### config.mk
export PLATFORM = sky130hd
export DESIGN_NAME = frac_clk_en
export DESIGN_NICKNAME = d
export VERILOG_FILES = /design/src/rtl/frac_ce_pkg.sv /design/src/rtl/frac_ce_accum.sv /design/src/rtl/frac_ce_outreg.sv /design/src/rtl/frac_clk_en.sv
export SDC_FILE = /design/constraint.sdc
export NUM_CORES = 1
export LEC_CHECK = 0
export BUFFER_PORTS_ARGS = -buffer_cell sky130_fd_sc_hd__buf_4
export CORE_UTILIZATION = 30
export CTS_CLUSTER_SIZE = 28
export DETAILED_ROUTE_END_ITERATION = 8
export PLACE_DENSITY = 0.51
export SLEW_MARGIN = 20
export SYNTH_ARGS = -nofsm -noshare
export SYNTH_HDL_FRONTEND = slang
export SYNTH_SLANG_ARGS = --single-unit
### constraint.sdc
create_clock -name clk -period 3 [get_ports clk]
set_input_delay 0 -clock clk [delete_from_list [all_inputs] [get_ports clk]]
set_output_delay 0 -clock clk [all_outputs]
set_load 0.01 [all_outputs]
### src/rtl/frac_ce_pkg.sv
package frac_ce_pkg;

   // Width able to hold every value up to n + d - 1.
   function automatic int phase_width(input int n, input int d);
      int w;
      w = $clog2(n + d);
      return (w < 1) ? 1 : w;
   endfunction

   function automatic int ceil_div(input int a, input int b);
      return (a + b - 1) / b;
   endfunction

endpackage

### src/rtl/frac_ce_accum.sv
module frac_ce_accum
   import frac_ce_pkg::*;
#(
   parameter int NUM = 83,
   parameter int DEN = 125,
   parameter int W   = phase_width(NUM, DEN)
) (
   input  logic         clk,
   input  logic         rst,
   input  logic         run,
   output logic [W-1:0] phase,
   output logic         wrap
);

   localparam logic [W-1:0] STEP = W'(NUM);
   localparam logic [W-1:0] MODV = W'(DEN);

   logic [W-1:0] phase_q;
   logic [W-1:0] sum;

   always_comb begin
      sum  = phase_q + STEP;
      wrap = (sum >= MODV);
   end

   always_ff @(posedge clk) begin
      if (rst) begin
         phase_q <= '0;
      end else if (run) begin
         if (wrap) phase_q <= sum - MODV;
         else      phase_q <= sum;
      end
   end

   assign phase = phase_q;

   // phase stays a residue modulo DEN
   a_r2_phase_residue: assert property (@(posedge clk) disable iff (rst)
      phase_q < MODV);

   // a paused edge keeps the phase
   a_r6_phase_hold: assert property (@(posedge clk) disable iff (rst)
      !run |=> $stable(phase_q));

   // reset clears the phase
   a_r1_phase_clear: assert property (@(posedge clk)
      rst |=> phase_q == '0);

endmodule

### src/rtl/frac_ce_outreg.sv
module frac_ce_outreg (
   input  logic clk,
   input  logic rst,
   input  logic run,
   input  logic wrap,
   output logic ce
);

   logic ce_q;

   always_ff @(posedge clk) begin
      if (rst) ce_q <= 1'b0;
      else     ce_q <= run & wrap;
   end

   assign ce = ce_q;

   // no strobe after a paused edge
   a_r6_quiet_pause: assert property (@(posedge clk) disable iff (rst)
      !run |=> !ce_q);

   // strobe low after reset
   a_r1_ce_low: assert property (@(posedge clk)
      rst |=> !ce_q);

endmodule

### src/rtl/frac_clk_en.sv
module frac_clk_en
   import frac_ce_pkg::*;
#(
   parameter int NUM = 83,
   parameter int DEN = 125
) (
   input  logic clk,
   input  logic rst,
   input  logic run,
   output logic ce
);

   localparam int W        = phase_width(NUM, DEN);
   localparam int MAX_IDLE = ceil_div(DEN, NUM) - 1;

   // elaboration-time parameter check
   if (NUM < 1 || NUM > DEN) begin : g_bad_ratio
      $error("frac_clk_en: NUM must satisfy 0 < NUM <= DEN");
   end

   if (NUM == DEN) begin : g_full
      frac_ce_outreg u_out (
         .clk  (clk),
         .rst  (rst),
         .run  (run),
         .wrap (1'b1),
         .ce   (ce)
      );

      // full rate follows run by one edge
      a_r7_full_rate: assert property (@(posedge clk) disable iff (rst)
         run |=> ce);
   end else begin : g_frac
      logic [W-1:0] phase;
      logic         wrap;

      frac_ce_accum #(.NUM(NUM), .DEN(DEN), .W(W)) u_acc (
         .clk   (clk),
         .rst   (rst),
         .run   (run),
         .phase (phase),
         .wrap  (wrap)
      );

      frac_ce_outreg u_out (
         .clk  (clk),
         .rst  (rst),
         .run  (run),
         .wrap (wrap),
         .ce   (ce)
      );

      // Observation counters for the window and spacing properties
      localparam logic [W-1:0] LAST_CYC = W'(DEN - 1);
      localparam logic [W-1:0] NUM_W    = W'(NUM);
      localparam logic [W-1:0] IDLE_W   = W'(MAX_IDLE);

      logic         prev_run;
      logic [W-1:0] win_cyc;
      logic [W-1:0] win_pul;
      logic [W-1:0] idle_cnt;

      always_ff @(posedge clk) begin
         if (rst) begin
            prev_run <= 1'b0;
            win_cyc  <= '0;
            win_pul  <= '0;
            idle_cnt <= '0;
         end else begin
            prev_run <= run;
            if (prev_run) begin
               if (win_cyc == LAST_CYC) begin
                  win_cyc <= '0;
                  win_pul <= '0;
               end else begin
                  win_cyc <= win_cyc + 1'b1;
                  win_pul <= win_pul + W'(ce);
               end
               if (ce) idle_cnt <= '0;
               else    idle_cnt <= idle_cnt + 1'b1;
            end
         end
      end

      // exactly NUM strobes per block of DEN running edges
      a_r4_window_count: assert property (@(posedge clk) disable iff (rst)
         (prev_run && win_cyc == LAST_CYC) |-> (win_pul + W'(ce)) == NUM_W);

      // bounded spacing between strobes
      a_r5_gap_bound: assert property (@(posedge clk) disable iff (rst)
         (prev_run && !ce) |-> idle_cnt < IDLE_W + 1'b1);

      // a wrap on a running edge produces a strobe
      a_r2_wrap_strobe: assert property (@(posedge clk) disable iff (rst)
         (run && wrap) |=> ce);
   end

endmodule

==> reports/qor.yml <==
global_route:
  antenna_found_initial: 0
  overflow: 0
  grt_pass1_wl_um: 3100
  grt_pass1_vias: 699
  grt_max_degree: 14
  grtUsageTotal: 0.161
worst_setup_path:
  cp-start-kind: "register"
  crit_fanout: 8
  required_ns: 3.17
  cp.arrival_ns: 2.59
  critPathKind: "register to register"
  endpoint_kind: "register"
cts:
  cts_sinks: 9
  cts_tree: "yes"
  clk_pin_slew_ns: 0.07
  cts_resized: 0
  root_buffer: "clkbuf_4"
  clock_path_buffers: 2
  cts_max_level: 1
  cts_setup_buffers: 0
  numCtsBuffers: 3
  clk_latency_ns: 0.27
logic_synthesis:
  ys_types: 43
  synth_edf_count: 0
  ys.flop_type: "dfxtp_1"
  synth_area_per_cell_um2: 8.60
  synth_cells: 89
  synthArstFlopShare: 0
  ys_warn_count: 0
  syn_nets: 97
  synth_area_um2: 766
  ys_seq_area_frac: 0.235
  synth_seq_cells: 9
timing:
  finalSetupTns_ns: 0
  finalSetupViolCount: 0
  drv_slew: 0
  period_needed_ns: 2.43
  fmax_ghz: 0.412
  worstMarginPinSlew_ns: 0.416
  worst_slack_ns: 0.573
  rsz0062_at_grt: "false"
  maxSlewHeadroom: 0.721
  fin_worst_skew_ns: 0.00388
  period_share: 0.809
  finalHoldViolCount: 0
drt:
  drc_errors: 0
  vias_per_cell: 5.35
  detail_route.first_pass.iterations: 2
  ant_nets: 0
  vias: 653
  dr.first_iter.drc_count: 7
  wl_per_cell_um: 14.7
  wirelength_um: 1800
pwr:
  ir_drop_mv: 0.268
  powerDensity_mw_per_mm2: 567
  leakagePower_nw: 0.329
die:
  rows: 17
  core_mm2: 0.00232
  die_area_mm2: 0.00276
  die_h_um: 52.5
  ioPinCount: 4
  start_util: 0.330
  die_w_um: 52.5
placement:
  gp_congestion: 0.767
  place_ws_ns: 0.584
  io_buffers: 3
  hpwl_um: 1300
hold_path:
  hold_path.class: "input pin to register"
final_layout:
  final_layout_size_suffix_gt1_frac: 0.138
  nNetsFinal: 103
  synthToLayoutAreaGrowth_pct: 9.80
  diodes: 0
flow_run:
  maxCapViolCount: 0
run_status:
  outcome: "finished clean"
[metrics by stage]
stage | util | cells | hold slack [ns] | area, um2 | power [mW]
after detailed placement | 0.347 | 117 | 0.271 | 805 | 0.376
after CTS | 0.363 | 122 | 0.0427 | 841 | 0.479
final | 0.363 | 122 | 0.0601 | 841 | 0.477
after floorplan | - | 89 | 0.187 | 766 | 0.335
after global routing | 0.363 | 122 | 0.0556 | 841 | 0.513
after global placement | 0.347 | 117 | 0.265 | 805 | 0.374
[placed cells by master, fill, tap and decap left out, drive strengths merged]
cell | netlist | final
a211oi | 3 | 3
a21boi | 2 | 2
a21o | 1 | 1
a21oi | 5 | 5
a22o | 1 | 1
a2bb2oi | 1 | 1
a311oi | 1 | 1
a31o | 1 | 1
a41oi | 1 | 1
and2 | 1 | 1
and3 | 1 | 1
and3b | 1 | 1
and4 | 1 | 1
buf | 2 | 3
clkbuf | 1 | 4
dfxtp | 9 | 9
dlygate4sd3 | 0 | 1
ha | 5 | 5
inv | 4 | 4
mux2 | 1 | 1
mux2i | 1 | 1
nand2 | 8 | 8
nand2b | 3 | 3
nand3b | 2 | 2
nand4 | 1 | 1
nand4b | 3 | 3
nor2 | 8 | 8
nor2b | 2 | 2
nor3 | 2 | 2
o211ai | 2 | 2
o21a | 1 | 1
o21ai | 4 | 4
o21bai | 1 | 1
o311ai | 2 | 2
o31ai | 2 | 2
or3 | 1 | 1
xnor2 | 2 | 2
xor2 | 2 | 2
[state kept, by name, summed over array words and instances (netlist names)]
signal	flops
g_frac.u_out.ce	1
g_frac.u_acc.phase	8
[area by class of cell]
cell class | count | area [um2]
inverters | 4 | 15.0
well taps | 28 | 35.0
clock buffers | 4 | 26.3
multi-input cells | 73 | 552
repair buffers | 4 | 32.5
fillers | 252 | 1480
flip-flops and latches | 9 | 180
[cells by family after synthesis]
kind of cell | Yosys count | synth area share
AND/OR/NAND/NOR | 34 | 0.243
AO/OA/AOI/OAI | 28 | 0.322
flip-flops | 9 | 0.235
buffers and inverters | 7 | 0.0441
adder cells (fa/ha/maj) | 5 | 0.0817
XOR/XNOR | 4 | 0.0458
multiplexers | 2 | 0.0278
[final timing paths]
path | start | endpoint | slack (ns) | cells after the start
max reg2reg | g_frac.u_acc.phase[0] | g_frac.u_acc.phase[3] | 0.57 | 8
max | g_frac.u_acc.phase[0] | g_frac.u_acc.phase[3] | 0.57 | 8
min reg2reg | g_frac.u_acc.phase[1] | g_frac.u_acc.phase[1] | 0.50 | 2
min | run | g_frac.u_acc.phase[5] | 0.06 | 2
[where the power goes]
group          total [mW]  internal, mW  switching (mW)
Combinational       0.202        0.0918           0.110
Clock               0.102        0.0516          0.0501
Sequential          0.173         0.137          0.0361
Total               0.477         0.280           0.196
[repair_timing]
action,in CTS,in global routing
endpoints found under the hold margin,4,0
endpoints found under the setup margin,0,0
hold buffers,1,0
[cell usage after synthesis, drive strengths merged, types with 2 or more instances]
cell type  instances  area share
o211ai             2       0.020
ha                 5       0.082
dfxtp              9        0.24
nor2b              2       0.016
nor3               2       0.013
nand4b             3       0.034
buf                2       0.020
xor2               2       0.023
nand2b             3       0.025
nor2               8       0.039
o31ai              2       0.020
nand2              8       0.039
inv                4       0.020
a21boi             2       0.034
xnor2              2       0.023
a211oi             3       0.036
a21oi              5       0.033
o311ai             2       0.046
nand3b             2       0.020
o21ai              4       0.031
[metal layers]
layer,vias up,track usage,share of wire
met5,-,0,0
met4,0,0.0526,0.0078
met3,2,0.0522,0.027
met2,6,0.268,0.48
met1,307,0.193,0.48
li1,338,-,-
[critical path, cell delays in order (launching register included)]
cell,delay (ns)
dfxtp_1,0.48
inv_1,0.16
ha_1,0.32
nand3b_1,0.23
xor2_1,0.16
and4_2,0.29
a2bb2oi_2,0.14
mux2i_1,0.21
mux2_1,0.33
(Power assumes the default switching activity.)
